$ cat src/rtl/usb_rx_pkg.sv
package usb_rx_pkg;

  typedef enum logic [1:0] {
    RX_IDLE   = 2'd0,
    RX_ACTIVE = 2'd1,
    RX_ABORT  = 2'd2,
    RX_EOPW   = 2'd3
  } rx_state_e;

  localparam logic [1:0] BUS_J   = 2'b10;
  localparam logic [1:0] BUS_K   = 2'b01;
  localparam logic [1:0] BUS_SE0 = 2'b00;

endpackage

$ cat src/rtl/usb_rx_line_sync.sv
module usb_rx_line_sync #(
  parameter int STAGES = 2
) (
  input  logic       clk,
  input  logic       rst_n,
  input  logic       rcv_i,
  input  logic       pos_i,
  input  logic       neg_i,
  output logic       rcv_o,
  output logic       pos_o,
  output logic       neg_o,
  output logic       se0_o,
  output logic [1:0] bus_o
);

  logic [STAGES-1:0] rcv_q, pos_q, neg_q;
  logic [STAGES-1:0] rcv_n, pos_n, neg_n;

  // shift each pin into its own flop chain
  always_comb begin
    rcv_n = {rcv_q[STAGES-2:0], rcv_i};
    pos_n = {pos_q[STAGES-2:0], pos_i};
    neg_n = {neg_q[STAGES-2:0], neg_i};
  end

  // reset to the idle J condition
  always_ff @(posedge clk or negedge rst_n) begin
    if (!rst_n) begin
      rcv_q <= '1;
      pos_q <= '1;
      neg_q <= '0;
    end else begin
      rcv_q <= rcv_n;
      pos_q <= pos_n;
      neg_q <= neg_n;
    end
  end

  assign rcv_o = rcv_q[STAGES-1];
  assign pos_o = pos_q[STAGES-1];
  assign neg_o = neg_q[STAGES-1];
  assign se0_o = ~pos_o & ~neg_o;
  assign bus_o = {pos_o, neg_o};

endmodule

$ cat src/rtl/usb_rx_phase_track.sv
module usb_rx_phase_track #(
  parameter int SAMPLES_PER_BIT = 4
) (
  input  logic clk,
  input  logic rst_n,
  input  logic rcv_i,
  output logic strobe_o
);

  localparam int CW = (SAMPLES_PER_BIT > 2) ? $clog2(SAMPLES_PER_BIT) : 1;
  localparam logic [CW-1:0] LAST = CW'(SAMPLES_PER_BIT - 1);
  localparam logic [CW-1:0] MID  = CW'(SAMPLES_PER_BIT / 2 - 1);

  logic          rcv_prev_q;
  logic [CW-1:0] cnt_q, cnt_n;
  logic          edge_seen;

  assign edge_seen = rcv_i ^ rcv_prev_q;

  // phase counter restarts on every data transition
  always_comb begin
    if (edge_seen)          cnt_n = '0;
    else if (cnt_q == LAST) cnt_n = '0;
    else                    cnt_n = cnt_q + 1'b1;
  end

  always_ff @(posedge clk or negedge rst_n) begin
    if (!rst_n) begin
      rcv_prev_q <= 1'b1;
      cnt_q      <= '0;
    end else begin
      rcv_prev_q <= rcv_i;
      cnt_q      <= cnt_n;
    end
  end

  // sample near the middle of the bit, never on the edge cycle itself
  assign strobe_o = (cnt_q == MID) & ~edge_seen;


  strobe_spacing_chk: assert property (@(posedge clk) disable iff (!rst_n)
    strobe_o |=> !strobe_o);

endmodule

$ cat src/rtl/usb_rx_sequencer.sv
module usb_rx_sequencer
  import usb_rx_pkg::*;
#(
  parameter int DATA_W          = 8,
  parameter int SYNC_MIN_ZEROS  = 5,
  parameter int STUFF_LIMIT     = 6
) (
  input  logic              clk,
  input  logic              rst_n,
  input  logic              strobe_i,
  input  logic              rcv_i,
  input  logic              se0_i,
  output logic [DATA_W-1:0] data_o,
  output logic              valid_o,
  output logic              active_o,
  output logic              error_o
);

  localparam int ZW = $clog2(SYNC_MIN_ZEROS + 1);
  localparam int OW = $clog2(STUFF_LIMIT + 1);
  localparam int BW = $clog2(DATA_W);
  localparam logic [ZW-1:0] ZMAX  = ZW'(SYNC_MIN_ZEROS);
  localparam logic [OW-1:0] OMAX  = OW'(STUFF_LIMIT);
  localparam logic [BW-1:0] BLAST = BW'(DATA_W - 1);

  rx_state_e         st_q, st_n;
  logic              prev_q, prev_n;
  logic [ZW-1:0]     zc_q, zc_n;
  logic [OW-1:0]     ones_q, ones_n;
  logic [BW-1:0]     bc_q, bc_n;
  logic [DATA_W-1:0] sh_q, sh_n;
  logic [DATA_W-1:0] data_q, data_n;
  logic              valid_q, valid_n;
  logic              err_q, err_n;
  logic              dbit;
  logic [DATA_W-1:0] sh_shift;

  assign dbit     = (rcv_i == prev_q);
  assign sh_shift = {dbit, sh_q[DATA_W-1:1]};

  always_comb begin
    st_n    = st_q;
    prev_n  = prev_q;
    zc_n    = zc_q;
    ones_n  = ones_q;
    bc_n    = bc_q;
    sh_n    = sh_q;
    data_n  = data_q;
    valid_n = 1'b0;
    err_n   = 1'b0;
    if (strobe_i) begin
      if (se0_i) begin
        prev_n = 1'b1;
        case (st_q)
          RX_IDLE:   zc_n = '0;
          RX_ACTIVE: begin
            if (bc_q != '0) err_n = 1'b1;
            st_n = RX_EOPW;
          end
          RX_ABORT:  st_n = RX_EOPW;
          default:   ;
        endcase
      end else begin
        prev_n = rcv_i;
        case (st_q)
          RX_IDLE: begin
            if (!dbit) begin
              if (zc_q != ZMAX) zc_n = zc_q + 1'b1;
            end else if (zc_q == ZMAX) begin
              st_n   = RX_ACTIVE;
              ones_n = OW'(1);
              bc_n   = '0;
              zc_n   = '0;
            end else if (zc_q != '0) begin
              err_n = 1'b1;
              zc_n  = '0;
            end
          end
          RX_ACTIVE: begin
            if (ones_q == OMAX) begin
              if (dbit) begin
                err_n = 1'b1;
                st_n  = RX_ABORT;
              end else begin
                ones_n = '0;
              end
            end else begin
              sh_n   = sh_shift;
              ones_n = dbit ? ones_q + 1'b1 : '0;
              if (bc_q == BLAST) begin
                bc_n    = '0;
                data_n  = sh_shift;
                valid_n = 1'b1;
              end else begin
                bc_n = bc_q + 1'b1;
              end
            end
          end
          RX_EOPW: begin
            if (rcv_i) begin
              st_n = RX_IDLE;
              zc_n = '0;
            end
          end
          default: ;
        endcase
      end
    end
  end

  always_ff @(posedge clk or negedge rst_n) begin
    if (!rst_n) begin
      st_q    <= RX_IDLE;
      prev_q  <= 1'b1;
      zc_q    <= '0;
      ones_q  <= '0;
      bc_q    <= '0;
      sh_q    <= '0;
      data_q  <= '0;
      valid_q <= 1'b0;
      err_q   <= 1'b0;
    end else begin
      st_q    <= st_n;
      prev_q  <= prev_n;
      zc_q    <= zc_n;
      ones_q  <= ones_n;
      bc_q    <= bc_n;
      sh_q    <= sh_n;
      data_q  <= data_n;
      valid_q <= valid_n;
      err_q   <= err_n;
    end
  end

  assign data_o   = data_q;
  assign valid_o  = valid_q;
  assign active_o = (st_q != RX_IDLE);
  assign error_o  = err_q;


  valid_framed_chk: assert property (@(posedge clk) disable iff (!rst_n)
    valid_o |-> active_o);


  valid_single_chk: assert property (@(posedge clk) disable iff (!rst_n)
    valid_o |=> !valid_o);


  err_valid_excl_chk: assert property (@(posedge clk) disable iff (!rst_n)
    !(valid_o && error_o));


  clean_lock_chk: assert property (@(posedge clk) disable iff (!rst_n)
    $rose(active_o) |-> !error_o);


  ones_bound_chk: assert property (@(posedge clk) disable iff (!rst_n)
    ones_q <= OMAX);

endmodule

$ cat src/rtl/usb_fs_rx_deser.sv
module usb_fs_rx_deser #(
  parameter int DATA_W          = 8,
  parameter int SAMPLES_PER_BIT = 4,
  parameter int SYNC_STAGES     = 2,
  parameter int SYNC_MIN_ZEROS  = 5,
  parameter int STUFF_LIMIT     = 6
) (
  input  logic              clk,
  input  logic              rst_n,
  input  logic              line_rcv,
  input  logic              line_pos,
  input  logic              line_neg,
  output logic [DATA_W-1:0] rx_byte,
  output logic              rx_valid,
  output logic              rx_active,
  output logic              rx_error,
  output logic [1:0]        bus_state
);

  logic rcv_s, pos_s, neg_s, se0_s, strobe;

  usb_rx_line_sync #(.STAGES(SYNC_STAGES)) u_sync (
    .clk   (clk),
    .rst_n (rst_n),
    .rcv_i (line_rcv),
    .pos_i (line_pos),
    .neg_i (line_neg),
    .rcv_o (rcv_s),
    .pos_o (pos_s),
    .neg_o (neg_s),
    .se0_o (se0_s),
    .bus_o (bus_state)
  );

  usb_rx_phase_track #(.SAMPLES_PER_BIT(SAMPLES_PER_BIT)) u_phase (
    .clk      (clk),
    .rst_n    (rst_n),
    .rcv_i    (rcv_s),
    .strobe_o (strobe)
  );

  usb_rx_sequencer #(
    .DATA_W         (DATA_W),
    .SYNC_MIN_ZEROS (SYNC_MIN_ZEROS),
    .STUFF_LIMIT    (STUFF_LIMIT)
  ) u_seq (
    .clk      (clk),
    .rst_n    (rst_n),
    .strobe_i (strobe),
    .rcv_i    (rcv_s),
    .se0_i    (se0_s),
    .data_o   (rx_byte),
    .valid_o  (rx_valid),
    .active_o (rx_active),
    .error_o  (rx_error)
  );


  bus_idle_no_active_chk: assert property (@(posedge clk) disable iff (!rst_n)
    $rose(rx_active) |-> (bus_state != 2'b00));


  fall_after_j_chk: assert property (@(posedge clk) disable iff (!rst_n)
    $fell(rx_active) |-> (pos_s && !neg_s));

endmodule

$ cat config.mk
export PLATFORM = sky130hd
export DESIGN_NAME = usb_fs_rx_deser
export DESIGN_NICKNAME = d
export VERILOG_FILES = /design/src/rtl/usb_rx_pkg.sv /design/src/rtl/usb_rx_line_sync.sv /design/src/rtl/usb_rx_phase_track.sv /design/src/rtl/usb_rx_sequencer.sv /design/src/rtl/usb_fs_rx_deser.sv
export SDC_FILE = /design/constraint.sdc
export NUM_CORES = 1
export LEC_CHECK = 0
export ABC_CLOCK_PERIOD_IN_PS = 4900
export CORE_MARGIN = 2
export CORE_UTILIZATION = 61
export CTS_CLUSTER_DIAMETER = 50
export DETAILED_ROUTE_END_ITERATION = 8
export DONT_BUFFER_PORTS = 1
export PLACE_DENSITY = 0.77
export SKIP_LAST_GASP = 1
export SYNTH_ARGS = -nofsm -noshare
export SYNTH_HDL_FRONTEND = slang
export SYNTH_SLANG_ARGS = --single-unit
export TNS_END_PERCENT = 30
$ cat constraint.sdc
create_clock -name clk -period 4.9 [get_ports clk]
set_clock_uncertainty 0.2 [all_clocks]
set_input_delay 0.735 -clock clk [delete_from_list [all_inputs] [get_ports clk]]
set_output_delay 0.735 -clock clk [all_outputs]
set_load 0.05 [all_outputs]
# Word level (Yosys, flattened, before mapping)
# Cells that the tools add are included.
classes:
  eq_ne: 23
  bitwise_logic: 8
  mux: 45
  order_cmp: 0
  mul: 0
  addsub: 4
  n_shift: 0
  n_reduce_logical: 14
  div_mod_pow: 0
ops:
  columns: ["op", "n"]
  rows:
  - ["2-to-1 mux 3 bit", 16]
  - ["2-to-1 mux 2 bit", 9]
  - ["one-hot mux 3 bit (2 select lines)", 3]
  - ["AND reduction 6 bit", 3]
  - ["2-to-1 mux 1 bit", 15]
  - ["!= test 3 x 2 -> 1 bit, second input constant", 4]
  - ["adder 3 x 1 -> 3 bit, second input constant", 3]
  - ["== test 3 bit, second input constant", 3]
  - ["!= test 3 bit, second input constant", 3]
  - ["AND reduction 8 bit", 1]
  - ["== test 2 bit, second input constant", 3]
  - ["!= test 2 x 1 -> 1 bit, second input constant", 3]
  - ["one-hot mux 2 bit (3 select lines)", 1]
  - ["nonzero test 2 bit", 3]
  - ["nonzero test 3 bit", 2]
  - ["!= test 5 bit, second input constant", 1]
  - ["inverter 1 bit", 5]
  - ["AND reduction 5 bit", 1]
  - ["== test 2 x 1 -> 1 bit, second input constant", 2]
  - ["!= test 2 bit, second input constant", 2]
  - ["!= test 4 x 2 -> 1 bit, second input constant", 1]
  - ["AND reduction 4 bit", 1]
  - ["nonzero test 4 bit", 1]
  - ["adder 2 x 1 -> 2 bit, second input constant", 1]
  - ["other kinds (6)", 7]
word_totals:
  rom_bits: 0
  memories: 0
  latch_bits: 0
  regBits: 39
  ram_bits: 0
  wordCells: 108

# Longest topological paths before layout
logic_depth:
  ltp_word: 7
  mapped_depth: 8
  mapped_depth_nobuf: 7

# Hierarchy
# From an unflattened synthesis, not the netlist that was laid out.
hier_totals:
  hier_cells: 180
  hier_area_um2: 1871.8
by_module_without_submodules:
  columns: ["module", "area_per_inst_um2", "cells_each", "n_inst"]
  rows:
  - ["usb_rx_sequencer", 1567.8, 160, 1]
  - ["usb_rx_line_sync", 173.9, 9, 1]
  - ["usb_rx_phase_track", 130.1, 11, 1]

# Least setup slack after synthesis
# OpenSTA, ideal clock, no wires.
synth_path:
  kind: "reg-to-reg"
  from: "reg u_sync.rcv_q[1]"
  to: "reg u_seq.zc_q[0]"
  arrival_time_ns: 1.807
  n_path_buf: 1
  period_less_slack_ns: 2.132
  stages_incl_launch_ff: 7
  path_slack_ns: 2.768
  cell_sequence: "dfstp_2 buf_4 xor2_4 mux2_4 nor3_2 nor4_4 mux2_4"
synth_between:
  elab_chain_cells: 4
  elab_cells_between_ends: 11
synth_lines:
  columns: ["item", "line", "rtl"]
  rows:
  - ["start, declared", "usb_rx_line_sync.sv:16", "logic [STAGES-1:0] rcv_q, pos_q, neg_q;"]
  - ["start signal, assigned", "usb_rx_line_sync.sv:33", "rcv_q <= rcv_n;"]
  - ["== test 1 bit or XOR 1 bit (tied branches)", "usb_rx_sequencer.sv:38, usb_rx_phase_track.sv:18", null]
  - ["2-to-1 mux 3 bit or inverter 1 bit (tied branches)", "usb_rx_sequencer.sv:67, usb_rx_phase_track.sv:38", null]
  - ["one-hot mux 3 bit (2 select lines) or AND 1 bit (tied branches)", "usb_rx_sequencer.sv:65, usb_rx_phase_track.sv:38", null]
  - ["2-to-1 mux 3 bit or AND reduction 6 bit (tied branches)", null, null]
  - ["end signal, assigned", "usb_rx_sequencer.sv:125", "zc_q <= zc_n;"]
  - ["end, declared", "usb_rx_sequencer.sv:28", "logic [ZW-1:0] zc_q, zc_n;"]
# Several ways; a longest one is shown, not always the timed one.
# A chain may end at the register's enable or synchronous reset.

# Final worst setup path
layout_path:
  from: "reg u_sync.neg_q[1]"
  to: "reg u_seq.st_q[1]"
layout_between:
  elab_chain_cells: 4
  elab_cells_between_ends: 11
layout_lines:
  columns: ["item", "line", "rtl"]
  rows:
  - ["start, declared", "usb_rx_line_sync.sv:16", null]
  - ["start signal, assigned", "usb_rx_line_sync.sv:35", "neg_q <= neg_n;"]
  - ["inverter 1 bit *", "usb_rx_line_sync.sv:42", "assign se0_o = ~pos_o & ~neg_o;"]
  - ["AND 1 bit *", "usb_rx_line_sync.sv:42", null]
  - ["!= test 3 x 2 -> 1 bit (no source line) (tied with other cells)", null, null]
  - ["AND reduction 8 bit (no source line)", null, null]
  - ["end signal, assigned", "usb_rx_sequencer.sv:123", "st_q <= st_n;"]
  - ["end, declared", "usb_rx_sequencer.sv:26", "rx_state_e st_q, st_n;"]
# Mark *: on every way between the ends. The rest lies on a longest branch, timed or not.

==> impl_metrics.env <==
export IMPL_ir_worst_vdd_mv=0.267
export IMPL_io_pins=18
export IMPL_slew_viol_final=0
export IMPL_power_leakage_nw=0.945
export IMPL_fmax_mhz=396
export IMPL_fin_crit_ns=2.53
export IMPL_cts_resized=0
export IMPL_place_area_um2=1900
export IMPL_numCtsBuffers=5
export IMPL_avgRoutedWirePerCell_um=16.4
export IMPL_die_w_um=59.8
export IMPL_synth_seq_cells=38
export IMPL_std_cell_rows=20
export IMPL_min_from="u_sync.pos_q[0]"
export IMPL_drive_above_1_share_pct=22.0
export IMPL_place_congestion=0.883
export IMPL_worstPathArrival_ns=2.58
export IMPL_cts_hold_buffers_added=2
export IMPL_antenna_found_initial=0
export IMPL_path_buf_inv=0
export IMPL_path_cells="nor2_2 > o311ai_0 > nor2_1 > a21boi_0 > o22a_1"
export IMPL_cts_setup_buffers=0
export IMPL_drc=0
export IMPL_start_util_pct=63.2
export IMPL_fin_cells=201
export IMPL_vias=1204
export IMPL_tns_ns=0
export IMPL_dpl_worst_slack_ns=2.40
export IMPL_mostFrequentLayoutCells="32 x dfrtp_1, 13 x mux2_2, 13 x ha_1"
export IMPL_worstHoldPathType="flip-flop to flip-flop"
export IMPL_place_hpwl_um=2380
export IMPL_hold_violations=0
export IMPL_crit_type="flip-flop to flip-flop"
export IMPL_final_common_cell="dfrtp_1"
export IMPL_cp_top_family="compound AO/OA/AOI/OAI gates"
export IMPL_finalInstanceArea_um2=2040
export IMPL_drtIter0Drc=58
export IMPL_die_h_um=59.8
export IMPL_area_growth_pct=7.65
export IMPL_critPathLaunchType="flip-flop"
export IMPL_cts_tree="yes"
export IMPL_cts_root_buf="clkbuf_4"
export IMPL_n_antenna_cell=0
export IMPL_power_density_nw_per_um2=446
export IMPL_outcome="complete, no violations"
export IMPL_synth_cell_types=44
export IMPL_r2r_start="u_sync.neg_q[1]"
export IMPL_end_kind="flip-flop"
export IMPL_hold_depth=0
export IMPL_grt_pass1_wl_um=5540
export IMPL_maxCapViolations=0
export IMPL_power_w=0.000911
export IMPL_design_core_area_um2=3000
export IMPL_cts_htree_levels=2
export IMPL_ys_seq_area_share_pct=50.5
export IMPL_maxSlewHeadroom_pct=35.2
export IMPL_synth_avg_cell_area_um2=11.5
export IMPL_crit_fanout=7
export IMPL_whs_endpoint="u_sync.pos_q[1]"
export IMPL_setup_viol=0
export IMPL_synth_nets=183
export IMPL_worst_path_largest_cell_delay_ns=0.83
export IMPL_tightest_slew_ns=0.960
export IMPL_cts_sinks=38
export IMPL_clockBufferDepth=2
export IMPL_viasPerCell=5.99
export IMPL_gr_total_overflow=0
export IMPL_r2r_end="u_seq.st_q[1]"
export IMPL_fin_nets=185
export IMPL_netlist_instances=165
export IMPL_path_clk_slew_ns=0.12
export IMPL_grt_total_usage_pct=21.4
export IMPL_worst_slack_ns=2.37
export IMPL_syn_cell_area_um2=1900
export IMPL_grt_max_degree=33
export IMPL_first_pass_iters=4
export IMPL_synth_warnings=0
export IMPL_grt_pass1_vias=1236
export IMPL_dp_cells=190
export IMPL_ant_nets=0
export IMPL_routed_wl_um=3300
export IMPL_r2r_slack_ns=2.37
export IMPL_die_area_um2=3570
export IMPL_critPathRequiredTime_ns=4.95
export IMPL_rsz0062_at_grt="false"
export IMPL_io_buffers=0
export IMPL_rr_worst_depth=5
export IMPL_clk_latency_ns=0.34
export IMPL_critical_path_slowest_cell="o311ai_0"
export IMPL_timing_final_crit_share_pct=51.6
==> sequential cells by signal, indices dropped and copies added (netlist names), 2 cells and up <==
register       count
u_phase.cnt_q      2
u_sync.neg_q       2
u_seq.zc_q         3
u_seq.sh_q         7
u_sync.rcv_q       2
u_sync.pos_q       2
u_seq.ones_q       3
u_seq.bc_q         3
u_seq.st_q         2
u_seq.data_o       8
==> worst register-to-register path, delay by kind of cell (launching register included) <==
family / cells / cell delay (ns)
AO/OA/AOI/OAI: 3 / 1.21
flip-flops: 1 / 0.70
AND/OR/NAND/NOR: 2 / 0.33
==> worst max-delay path by stage <==
| stage | from | endpoint | slack, ns | cells past startpoint |
|---|---|---|---|---|
| after floorplan | u_sync.rcv_q[1] | u_seq.zc_q[0] | 2.77 | 6 |
| after global placement | u_sync.pos_q[1] | u_seq.st_q[1] | 2.55 | 5 |
| after detailed placement | u_sync.neg_q[1] | u_seq.st_q[1] | 2.40 | 5 |
| after CTS | u_sync.neg_q[1] | u_seq.st_q[1] | 2.39 | 5 |
| after global routing | u_seq.st_q[1] | u_seq.ones_q[1] | 2.19 | 7 |
| final | u_sync.neg_q[1] | u_seq.st_q[1] | 2.37 | 5 |
==> where the power goes <==
part / leakage, nW / internal (W) / switching (W)
clock network: 0.0554 / 0.000160 / 0.000107
logic: 0.390 / 0.0000988 / 0.000159
registers: 0.499 / 0.000349 / 0.0000377
total: 0.945 / 0.000608 / 0.000304
==> area by class of cell <==
class,count,area (um2)
Fill cell,239,961
Sequential cell,38,958
Multi-Input combinational cell,107,851
Clock inverter,3,68.8
Inverter,12,45.0
Tap cell,33,41.3
Timing Repair Buffer,3,40.0
Clock buffer,5,37.5
==> synthesized netlist by cell type (all sizes together) <==
library cell	count	area share, %
dfrtp	32	42
mux2	15	9.3
ha	13	8.6
inv	12	2.4
nand2	12	2.4
nand3	9	2.6
nor2	8	1.7
o21ai	7	1.8
dfstp	6	8.3
buf	4	1.5
clkbuf	4	0.79
nor3	4	1.3
nand2b	3	0.99
nand4	3	1.3
o31ai	3	1.2
a22o	2	0.92
a31oi	2	0.66
and3	2	0.66
nor4	2	1.5
o211ai	2	0.79
o22a	2	0.92
o22ai	2	0.66
xnor2	2	0.92
xor2	2	1.9
a21boi	1	0.40
a21oi	1	0.26
a32oi	1	0.46
and2	1	0.33
mux2i	1	0.53
nor2b	1	0.33
nor3b	1	0.40
o21a	1	0.40
o311ai	1	0.46
o31a	1	0.46
or2	1	0.33
or3	1	0.33
==> through the flow <==
stage	util, %	hold WS, ns
finish	68.0	0.163
global route	68.0	0.142
CTS	67.7	0.000940
detailed placement	63.1	0.145
global placement	63.1	0.138
floorplan	-	0.131
==> routing by layer <==
layer | global-route usage (%) | wire, um
met1 | 28.3 | 1470
met2 | 32.6 | 1560
met3 | 7.58 | 225
met4 | 7.62 | 46
met5 | 0 | 0
==> cell families (layout without fill, tap and decap cells) <==
family	Yosys count	after routing	share of synthesized area (%)
AND/OR/NAND/NOR	48	48	14.2
flip-flops	38	38	50.5
AO/OA/AOI/OAI	26	26	9.43
buffers and inverters	20	23	4.62
multiplexers	16	16	9.83
adder cells (fa/ha/maj)	13	13	8.58
XOR/XNOR	4	4	2.84
(Power assumes the default switching activity.)
